`config.mk`:
```
export PLATFORM = sky130hd
export DESIGN_NAME = brdec_unit
export DESIGN_NICKNAME = d
export VERILOG_FILES = /design/src/rtl/brdec_pkg.sv /design/src/rtl/brdec_fields.sv /design/src/rtl/brdec_cond.sv /design/src/rtl/brdec_target.sv /design/src/rtl/brdec_unit.sv
export SDC_FILE = /design/constraint.sdc
export NUM_CORES = 1
export LEC_CHECK = 0
export BUFFER_PORTS_ARGS = -buffer_cell sky130_fd_sc_hd__buf_4
export CELL_PAD_IN_SITES_DETAIL_PLACEMENT = 0
export CELL_PAD_IN_SITES_GLOBAL_PLACEMENT = 2
export CORE_UTILIZATION = 35
export CTS_BUF_LIST = sky130_fd_sc_hd__clkbuf_8
export CTS_CLUSTER_SIZE = 30
export DETAILED_ROUTE_END_ITERATION = 16
export GPL_TIMING_DRIVEN = 0
export PLACE_DENSITY_LB_ADDON = 0.2
export SKIP_CTS_REPAIR_TIMING = 1
export SLEW_MARGIN = 5
export SYNTH_ARGS = -nofsm -noshare
export SYNTH_HDL_FRONTEND = slang
export SYNTH_SLANG_ARGS = --single-unit
```
`constraint.sdc`:
```
create_clock -name clk -period 1.8 [get_ports clk]
set_input_delay 0.18 -clock clk [delete_from_list [all_inputs] [get_ports clk]]
set_output_delay 0.18 -clock clk [all_outputs]
set_load 0.02 [all_outputs]
```
`src/rtl/brdec_pkg.sv`:
```
package brdec_pkg;

    localparam int INSN_W = 16;
    localparam int OP_W   = 4;
    localparam int DISP_W = 10;

    typedef enum logic [OP_W-1:0] {
        BR_EQ  = 4'd0,
        BR_NE  = 4'd1,
        BR_LT  = 4'd2,
        BR_GT  = 4'd3,
        BR_LTU = 4'd4,
        BR_GTU = 4'd5,
        BR_GE  = 4'd6,
        BR_LE  = 4'd7,
        BR_GEU = 4'd8
    } br_op_e;

    typedef struct packed {
        logic              eq;
        logic              lt;
        logic              ltu;
    } cmp_flags_t;

    typedef struct packed {
        logic              form;
        logic [OP_W-1:0]   op;
        logic [DISP_W-1:0] disp;
    } br_fields_t;

endpackage

```
`src/rtl/brdec_fields.sv`:
```
module brdec_fields
    import brdec_pkg::*;
(
    input  logic [INSN_W-1:0] instr,
    output br_fields_t        fields
);
    localparam int PFX_HI = INSN_W - 1;
    localparam int PFX_LO = INSN_W - 2;
    localparam int OP_LO  = PFX_LO - OP_W;

    always_comb begin
        fields.form = (instr[PFX_HI:PFX_LO] == 2'b11);
        fields.op   = instr[PFX_LO-1:OP_LO];
        fields.disp = instr[DISP_W-1:0];
    end
endmodule

```
`src/rtl/brdec_cond.sv`:
```
module brdec_cond
    import brdec_pkg::*;
(
    input  logic [OP_W-1:0] op,
    input  cmp_flags_t      flags,
    output logic            cond_true,
    output logic            reserved
);
    logic gt_s;
    logic gt_u;

    always_comb begin
        gt_s      = !flags.lt  && !flags.eq;
        gt_u      = !flags.ltu && !flags.eq;
        cond_true = 1'b0;
        reserved  = 1'b0;
        unique case (br_op_e'(op))
            BR_EQ:   cond_true = flags.eq;
            BR_NE:   cond_true = !flags.eq;
            BR_LT:   cond_true = flags.lt;
            BR_GT:   cond_true = gt_s;
            BR_LTU:  cond_true = flags.ltu;
            BR_GTU:  cond_true = gt_u;
            BR_GE:   cond_true = !flags.lt;
            BR_LE:   cond_true = flags.lt || flags.eq;
            BR_GEU:  cond_true = !flags.ltu;
            default: reserved  = 1'b1;
        endcase
    end
endmodule

```
`src/rtl/brdec_target.sv`:
```
module brdec_target #(
    parameter int ADDR_W     = 32,
    parameter int DISP_W     = 10,
    parameter int STEP_BYTES = 2
) (
    input  logic [ADDR_W-1:0] pc,
    input  logic [DISP_W-1:0] disp,
    output logic [ADDR_W-1:0] target,
    output logic [ADDR_W-1:0] seq_pc
);
    localparam int OFF_W = DISP_W + 1;
    localparam int EXT_W = ADDR_W - OFF_W;

    logic [ADDR_W-1:0] offset;

    always_comb begin
        offset = {{EXT_W{disp[DISP_W-1]}}, disp, 1'b0};
        target = pc + offset;
        seq_pc = pc + ADDR_W'(STEP_BYTES);
    end
endmodule

```
`src/rtl/brdec_unit.sv`:
```
module brdec_unit
    import brdec_pkg::*;
#(
    parameter int ADDR_W     = 32,
    parameter int STEP_BYTES = 2
) (
    input  logic              clk,
    input  logic              rst_n,
    input  logic              in_valid,
    input  logic [15:0]       instr,
    input  logic [ADDR_W-1:0] instr_pc,
    input  logic              flag_eq,
    input  logic              flag_lt,
    input  logic              flag_ltu,
    output logic              out_form,
    output logic              out_taken,
    output logic              out_illegal,
    output logic [ADDR_W-1:0] out_target,
    output logic [ADDR_W-1:0] out_seq_pc
);
    br_fields_t        fields;
    cmp_flags_t        flags;
    logic              cond_true;
    logic              reserved;
    logic [ADDR_W-1:0] target_d;
    logic [ADDR_W-1:0] seq_d;
    logic              taken_d;
    logic              illegal_d;

    assign flags = '{eq: flag_eq, lt: flag_lt, ltu: flag_ltu};

    brdec_fields u_fields (
        .instr  (instr),
        .fields (fields)
    );

    brdec_cond u_cond (
        .op        (fields.op),
        .flags     (flags),
        .cond_true (cond_true),
        .reserved  (reserved)
    );

    brdec_target #(
        .ADDR_W     (ADDR_W),
        .DISP_W     (DISP_W),
        .STEP_BYTES (STEP_BYTES)
    ) u_target (
        .pc     (instr_pc),
        .disp   (fields.disp),
        .target (target_d),
        .seq_pc (seq_d)
    );

    always_comb begin
        taken_d   = fields.form && !reserved && cond_true;
        illegal_d = fields.form && reserved;
    end

    always_ff @(posedge clk or negedge rst_n) begin
        if (!rst_n) begin
            out_form    <= 1'b0;
            out_taken   <= 1'b0;
            out_illegal <= 1'b0;
            out_target  <= '0;
            out_seq_pc  <= '0;
        end else if (in_valid) begin
            out_form    <= fields.form;
            out_taken   <= taken_d;
            out_illegal <= illegal_d;
            out_target  <= target_d;
            out_seq_pc  <= seq_d;
        end
    end
endmodule

```
==> results of run 1 <==
-- stage by stage --
stage / area, sq um / hold slack [ps] / util / total power [mW] / TNS, ps
6_report: 6830 / 45.5 / 0.514 / 5.40 / -1340
5_1_grt: 6830 / 35.5 / 0.514 / 5.72 / -1900
4_1_cts: 6300 / -39.9 / 0.474 / 5.25 / -5370
3_5_place_dp: 6090 / 364 / 0.458 / 3.87 / -25170
3_3_place_gp: 6090 / 351 / 0.458 / 3.86 / -24020
2_1_floorplan: 4970 / -116 / - / 3.05 / -1640
-- state kept, by name, summed over array words and instances (netlist names) --
register / cells
out_seq_pc: 32
out_target: 31
out_form: 1
out_illegal: 1
out_taken: 1
-- Yosys cell counts, types with 3 or more instances --
library cell | number | share of area
buf_1 | 5 | 0.0039
nor2_1 | 55 | 0.043
nand3_2 | 4 | 0.0084
and3_1 | 12 | 0.016
o21ai_0 | 28 | 0.029
ha_1 | 31 | 0.081
a21oi_1 | 77 | 0.081
a211oi_1 | 5 | 0.0079
xnor2_1 | 25 | 0.046
nor3_1 | 6 | 0.0063
nand2_1 | 33 | 0.026
clkbuf_1 | 8 | 0.0063
or3_1 | 5 | 0.0065
nor2b_1 | 6 | 0.0079
xor2_1 | 29 | 0.053
o21bai_1 | 4 | 0.0063
o21ai_1 | 3 | 0.0031
inv_1 | 19 | 0.015
a21o_1 | 11 | 0.017
nand3_1 | 18 | 0.019
mux2_2 | 24 | 0.057
buf_2 | 7 | 0.0073
o211ai_1 | 7 | 0.011
dfrtp_1 | 66 | 0.35
nand4_1 | 11 | 0.014
nand2b_1 | 4 | 0.0052
-- worst max-delay path: cells and delay by family --
family | cells | cell delay [ps]
AO/OA/AOI/OAI | 5 | 980
XOR/XNOR | 1 | 210
adder cells (fa/ha/maj) | 2 | 540
buffers and inverters | 2 | 280
AND/OR/NAND/NOR | 1 | 90
-- final cells by class --
type / count / share of cell area
clock buffers: 12 / 0.0242
flip-flops and latches: 66 / 0.242
repair buffers: 147 / 0.173
clock inverters: 3 / 0.00568
plain buffers: 23 / 0.0189
inverters: 19 / 0.0104
multi-input cells: 434 / 0.494
well taps: 176 / 0.0322
-- path summary, 6_finish.rpt --
path	cells past startpoint	from	slack, ps	end
max	11	instr_pc[1]	-270	out_target[25]
min	2	instr_pc[0]	50	out_seq_pc[0]
max reg2reg	2	out_target[24]	870	out_target[24]
min reg2reg	2	out_seq_pc[1]	500	out_seq_pc[1]
max in group asynchronous	2	rst_n	740	out_seq_pc[20]
min in group asynchronous	2	rst_n	460	out_illegal
-- power breakdown --
group	total, mW	internal, mW	leakage, nW	switching (mW)
sequential	1.86	1.72	0.760	0.139
clock	1.35	0.739	0.110	0.614
combinational	2.19	1.02	2.09	1.17
total	5.40	3.48	2.96	1.92
-- cells in the final DEF (no fill, tap or decap), types with 13 or more instances in the layout --
| master | instances |
|---|---|
| nand2_1 | 29 |
| mux2_2 | 18 |
| buf_4 | 140 |
| xor2_1 | 26 |
| nand3_1 | 17 |
| dfrtp_1 | 66 |
| clkbuf_8 | 13 |
| a21oi_2 | 16 |
| xnor2_1 | 24 |
| o21ai_0 | 17 |
| inv_1 | 19 |
| ha_1 | 17 |
| nor2_1 | 54 |
| a21oi_1 | 60 |
-- cell families after synthesis --
group,after synthesis,synth area share
adder cells (fa/ha/maj),32,0.0853
AND/OR/NAND/NOR,165,0.174
buffers and inverters,43,0.0390
multiplexers,25,0.0586
flip-flops,66,0.345
AO/OA/AOI/OAI,158,0.199
XOR/XNOR,54,0.0989
-- routing by layer --
layer	share of wire	vias up	wire [microns]	track usage
met4	0.014	0	204	0.0736
met5	0	-	0	0
li1	-	2252	-	-
met1	0.47	2210	6870	0.278
met2	0.47	118	6920	0.337
met3	0.044	13	644	0.0283
==> insert_results.sql, run 1 <==
INSERT INTO impl_metrics (metric_group, metric, value, unit) VALUES
('final_layout', 'multiInputGateArea', '3370', 'sq um'),
('global_routing', 'globalRoute.totalOverflow', '0', ''),
('setup_path', 'critPathCaptureType', 'flip-flop', ''),
('synthesis', 'synth_seq_cells', '66', ''),
('final_layout', 'insertedDiodeCount', '0', ''),
('routing', 'route.detailed.drc', '0', ''),
('synthesis', 'ys_dominant_reg_cell', 'dfrtp_1', ''),
('cts', 'numClockSinks', '66', ''),
('floorplanning', 'boundaryPins', '121', ''),
('power_and_ir_drop', 'total_leakage_power', '2.96', 'nW'),
('sta', 'max_slew.worst_pin.slew', '881', 'ps'),
('synthesis', 'yosysSeqAreaShare', '0.345', ''),
('global_routing', 'grt_pass1_vias', '4330', ''),
('place', 'post-place-cells', '839', ''),
('synthesis', 'synth_area', '4780', 'sq um'),
('routing', 'detail_route.wl_per_cell', '16.6', 'microns'),
('synthesis', 'synthArstFlopShare', '1.00', ''),
('sta', 'final-setup-viol-count', '10', ''),
('global_routing', 'antenna_found_initial', '0', ''),
('setup_path', 'crit_chain', 'buf_8 > ha_4 > fa_2 > a211oi_4 > nor3_2 > o211ai_1 > o211ai_1 > buf_4 > o21ai_4 > xor2_2 > a21oi_2', ''),
('worst_hold_path', 'hp-class', 'input port to flip-flop', ''),
('global_routing', 'first_pass_grt_wire_length', '22.5', 'mm'),
('synthesis', 'synth_warnings', '0', ''),
('cts', 'tritoncts.num_buffers', '9', ''),
('sta', 'drv_slew', '0', ''),
('floorplanning', 'floorplan.core_area', '13300', 'sq um'),
('place', 'gp_congestion', '0.882', ''),
('routing', 'route.vias.total', '4593', ''),
('sta', 'timing.final.hold_violations', '0', ''),
('final_layout', 'area.sequential', '1650', 'sq um'),
('place', 'dpl_worst_slack', '-786', 'ps'),
('setup_path', 'startpoint_type', 'input port', ''),
('floorplanning', 'initial_core_util', '0.360', ''),
('floorplanning', 'fp.dieW', '119', 'microns'),
('setup_path', 'worst_path_most_repeated_cell', 'o211ai_1', ''),
('cts', 'cts-htree-levels', '3', ''),
('cts', 'clkSlewWorstSetupHoldPaths', '70', 'ps'),
('synthesis', 'avg_inst_size_synth', '8.81', 'sq um'),
('sta', 'max_slew_margin', '0.413', ''),
('sta', 'timing.fmax', '0.484', 'GHz'),
('setup_path', 'timing.critical_path.slowest_stage_cell', 'fa_2', ''),
('sta', 'timing.final.crit_period', '2070', 'ps'),
('cts', 'tritoncts', 'yes', ''),
('final_layout', 'final_cell_count_no_fill', '880', ''),
('sta', 'grt_setup_unrepaired', 'yes', ''),
('synthesis', 'syn-instance-count', '543', ''),
('outcome', 'failed_checks', 'setup timing', ''),
('setup_path', 'stage_delay_of_the_slowest_cell_on_the_critical_path', '390', 'ps'),
('cts', 'clock_path_buffers', '2', ''),
('final_layout', 'share_of_layout_cells_above_drive_strength_1', '0.376', ''),
('routing', 'detailedRoute.firstPassIterationCount', '4', ''),
('routing', 'drt.antenna.violating_nets', '0', ''),
('run', 'max_cap_violations', '0', ''),
('synthesis', 'post_synth_num_cell_types', '60', ''),
('sta', 'timing.final.crit_share', '1.15', ''),
('place', 'port-buffer-count', '120', ''),
('sta', 'layout_setup_ws', '-267', 'ps'),
('synthesis', 'synth_enable_flop_cells', '0', ''),
('setup_path', 'cp.arrival', '2300', 'ps'),
('global_routing', 'grt.total_usage', '0.206', ''),
('cts', 'cts_root_buffer', 'clkbuf_8', ''),
('setup_path', 'timing.critical_path.required', '2030', 'ps'),
('outcome', 'run_status', 'complete, but fails checks', ''),
('power_and_ir_drop', 'worst_ir_drop_on_vdd', '0.400', 'mV'),
('power_and_ir_drop', 'pwr_density_cell', '790', 'nW/um^2'),
('cts', 'clock_insertion_delay_worst_skew', '360', 'ps'),
('routing', 'drt-total-wl', '14.6', 'mm'),
('sta', 'worst_clock_skew', '0', 'ps'),
('setup_path', 'critical_path_class', 'input port to flip-flop', ''),
('synthesis', 'postSynthNetCount', '629', ''),
('floorplanning', 'die_h', '119', 'microns'),
('final_layout', 'flow.area_growth_from_synthesis', '42.9', '%'),
('final_layout', 'nets', '786', ''),
('routing', 'first_iter_violations', '164', ''),
('routing', 'via_per_inst', '5.22', ''),
('setup_path', 'largest_fanout_on_the_critical_path', '4', ''),
('global_routing', 'grt_max_degree', '67', ''),
('final_layout', 'final.fill_count', '1309', ''),
('floorplanning', 'rows', '42', ''),
('place', 'detailed_place_hpwl', '10.8', 'mm'),
('floorplanning', 'die_area', '14100', 'sq um');
(Power assumes the default switching activity.)
==> run 2, diff against run 1 <==
--- a/config.mk
+++ b/config.mk
@@ -19,3 +19,4 @@
 export SYNTH_ARGS = -nofsm -noshare
 export SYNTH_HDL_FRONTEND = slang
 export SYNTH_SLANG_ARGS = --single-unit
+export TNS_END_PERCENT = 1
==> run 2 against run 1 <==
The flow finishes with violations (hold timing, setup timing). Wire length fell by 3.3%. Non-clock buffer count decreased by 21. Worst hold slack lost 110 ps. Setup slack got worse by 120 ps. Count of clock-buffer cells in the layout shrank 1. Register-to-register slack gained 20 ps. Sequential power barely moved. Design area fell by 7.0%. Clock skew unchanged. Sequential cell count unchanged. Die area is the same. First-iteration DRC count increased by 9.1%. Critical endpoint is now out_target[21]. Largest cell class unchanged. Highest routed layer unchanged.
==> insert_results.sql, run 2 (synthesis gave the netlist of run 1 again) <==
INSERT INTO impl_metrics (metric_group, metric, value, unit) VALUES
('run', 'max_cap_violations', '0', ''),
('outcome', 'run_status', 'complete, but fails checks', ''),
('worst_hold_path', 'hp-class', 'input port to async pin', ''),
('floorplanning', 'initial_core_util', '0.360', ''),
('cts', 'clock_insertion_delay_worst_skew', '360', 'ps'),
('final_layout', 'top_flop_regs', 'out_seq_pc (32), out_target (31)', ''),
('global_routing', 'antenna_found_initial', '0', ''),
('cts', 'numClockSinks', '66', ''),
('sta', 'timing.final.crit_share', '1.21', ''),
('cts', 'cts_root_buffer', 'clkbuf_8', ''),
('sta', 'timing.final.hold_violations', '66', ''),
('place', 'port-buffer-count', '120', ''),
('cts', 'clock_path_buffers', '2', ''),
('sta', 'timing.final.crit_period', '2180', 'ps'),
('setup_path', 'rrSetupSlack', '890', 'ps'),
('floorplanning', 'die_area', '14100', 'sq um'),
('setup_path', 'worst_flop_to_flop_path_endpoint', 'out_target[24]', ''),
('sta', 'layout_setup_ws', '-383', 'ps'),
('power_and_ir_drop', 'pwr_density_cell', '813', 'nW/um^2'),
('floorplanning', 'die_h', '119', 'microns'),
('sta', 'max_slew_margin', '0.415', ''),
('floorplanning', 'fp.dieW', '119', 'microns'),
('routing', 'detail_route.wl_per_cell', '16.5', 'microns'),
('setup_path', 'critical_path_class', 'input port to flip-flop', ''),
('cts', 'clkSlewWorstSetupHoldPaths', '70', 'ps'),
('global_routing', 'grt.total_usage', '0.211', ''),
('final_layout', 'insertedDiodeCount', '0', ''),
('sta', 'drv_slew', '0', ''),
('final_layout', 'finished_core_util', '0.478', ''),
('global_routing', 'grt_pass1_vias', '4534', ''),
('cts', 'cts-htree-levels', '3', ''),
('setup_path', 'critical_path_origin', 'instr_pc[1]', ''),
('place', 'detailed_place_hpwl', '10.8', 'mm'),
('routing', 'via_per_inst', '5.19', ''),
('sta', 'max_slew.worst_pin.slew', '877', 'ps'),
('setup_path', 'rr_worst_depth', '2', ''),
('setup_path', 'critPathCaptureType', 'flip-flop', ''),
('outcome', 'failed_checks', 'hold timing, setup timing', ''),
('sta', 'fin_hold_ws', '-66.8', 'ps'),
('sta', 'timing.fmax', '0.458', 'GHz'),
('routing', 'first_iter_violations', '179', ''),
('routing', 'detailedRoute.firstPassIterationCount', '4', ''),
('routing', 'drt-total-wl', '14.2', 'mm'),
('sta', 'final-setup-viol-count', '13', ''),
('final_layout', 'final.fill_count', '1331', ''),
('setup_path', 'reg2reg_from', 'out_target[24]', ''),
('floorplanning', 'rows', '42', ''),
('final_layout', 'registers.top_by_ff_count', 'out_seq_pc', ''),
('setup_path', 'timing.critical_path.required', '2050', 'ps'),
('global_routing', 'globalRoute.totalOverflow', '0', ''),
('setup_path', 'cp.arrival', '2440', 'ps'),
('sta', 'worst_clock_skew', '0', 'ps'),
('setup_path', 'startpoint_type', 'input port', ''),
('final_layout', 'nets', '765', ''),
('power_and_ir_drop', 'worst_ir_drop_on_vdd', '0.527', 'mV'),
('power_and_ir_drop', 'total_leakage_power', '2.78', 'nW'),
('place', 'gp_congestion', '0.841', ''),
('routing', 'route.vias.total', '4465', ''),
('routing', 'drt.antenna.violating_nets', '0', ''),
('final_layout', 'final_common_cell', 'buf_4', ''),
('final_layout', 'flow.area_growth_from_synthesis', '32.9', '%'),
('cts', 'tritoncts', 'yes', ''),
('setup_path', 'largest_fanout_on_the_critical_path', '4', ''),
('global_routing', 'first_pass_grt_wire_length', '23.2', 'mm'),
('final_layout', 'largest_reg_flops', '32', ''),
('final_layout', 'layout.cells.most_common_list', '123 x buf_4, 69 x a21oi_1, 66 x dfrtp_1, 54 x nor2_1, 32 x nand2_1', ''),
('sta', 'grt_setup_unrepaired', 'yes', ''),
('global_routing', 'grt_max_degree', '67', ''),
('floorplanning', 'boundaryPins', '121', ''),
('final_layout', 'share_of_layout_cells_above_drive_strength_1', '0.317', ''),
('cts', 'tritoncts.num_buffers', '9', ''),
('routing', 'route.detailed.drc', '0', ''),
('floorplanning', 'floorplan.core_area', '13300', 'sq um');
[run 2: power by group]
group	switching [mW]	internal, mW	total [mW]	leakage (nW)
Sequential	0.138	1.72	1.86	0.760
Combinational	1.11	0.885	1.99	1.91
Clock	0.619	0.699	1.32	0.113
Total	1.86	3.30	5.17	2.78
[run 2: critical path, stage by stage]
cell and delay, ps:
buf_8 100, ha_4 160, fa_2 430, a211oi_4 340, nor3_2 100, o211ai_1 310, o211ai_1 220, buf_4 190
xor2_1 140, mux2_2 260
[run 2: layout make-up]
| cell class | instances | area (sq um) | share of cell area |
|---|---|---|---|
| Buffer | 24 | 125 | 0.0197 |
| Clock buffer | 11 | 151 | 0.0238 |
| Clock inverter | 5 | 46.3 | 0.00729 |
| Inverter | 19 | 71.3 | 0.0112 |
| Multi-Input combinational cell | 434 | 3130 | 0.493 |
| Sequential cell | 66 | 1650 | 0.260 |
| Tap cell | 176 | 220 | 0.0347 |
| Timing Repair Buffer | 125 | 957 | 0.151 |
[run 2: worst max path at each step]
stage | cells after the start | end | slack (ps)
floorplan | 9 | out_target[17] | -190
global placement | 10 | out_target[27] | -990
detailed placement | 10 | out_target[27] | -1020
CTS | 10 | out_target[27] | -640
global route | 10 | out_target[25] | -460
finish | 10 | out_target[21] | -380
[run 2: per-layer routing]
layer / share of wire / GRT usage / vias up
li1: - / - / 2234
met1: 0.47 / 0.281 / 2114
met2: 0.47 / 0.341 / 106
met3: 0.041 / 0.0307 / 11
met4: 0.016 / 0.0886 / 0
met5: 0 / 0 / -
[run 2: stage by stage]
stage / instance area [sq um] / setup slack (ps) / instances / setup TNS, ps / power, mW
floorplan: 4840 / -189 / 543 / -1980 / 3.01
global placement: 5960 / -991 / 839 / -23620 / 3.80
detailed placement: 5960 / -1020 / 839 / -23950 / 3.82
CTS: 6160 / -638 / 855 / -5220 / 5.17
global route: 6350 / -457 / 860 / -4680 / 5.47
finish: 6350 / -383 / 860 / -2510 / 5.17
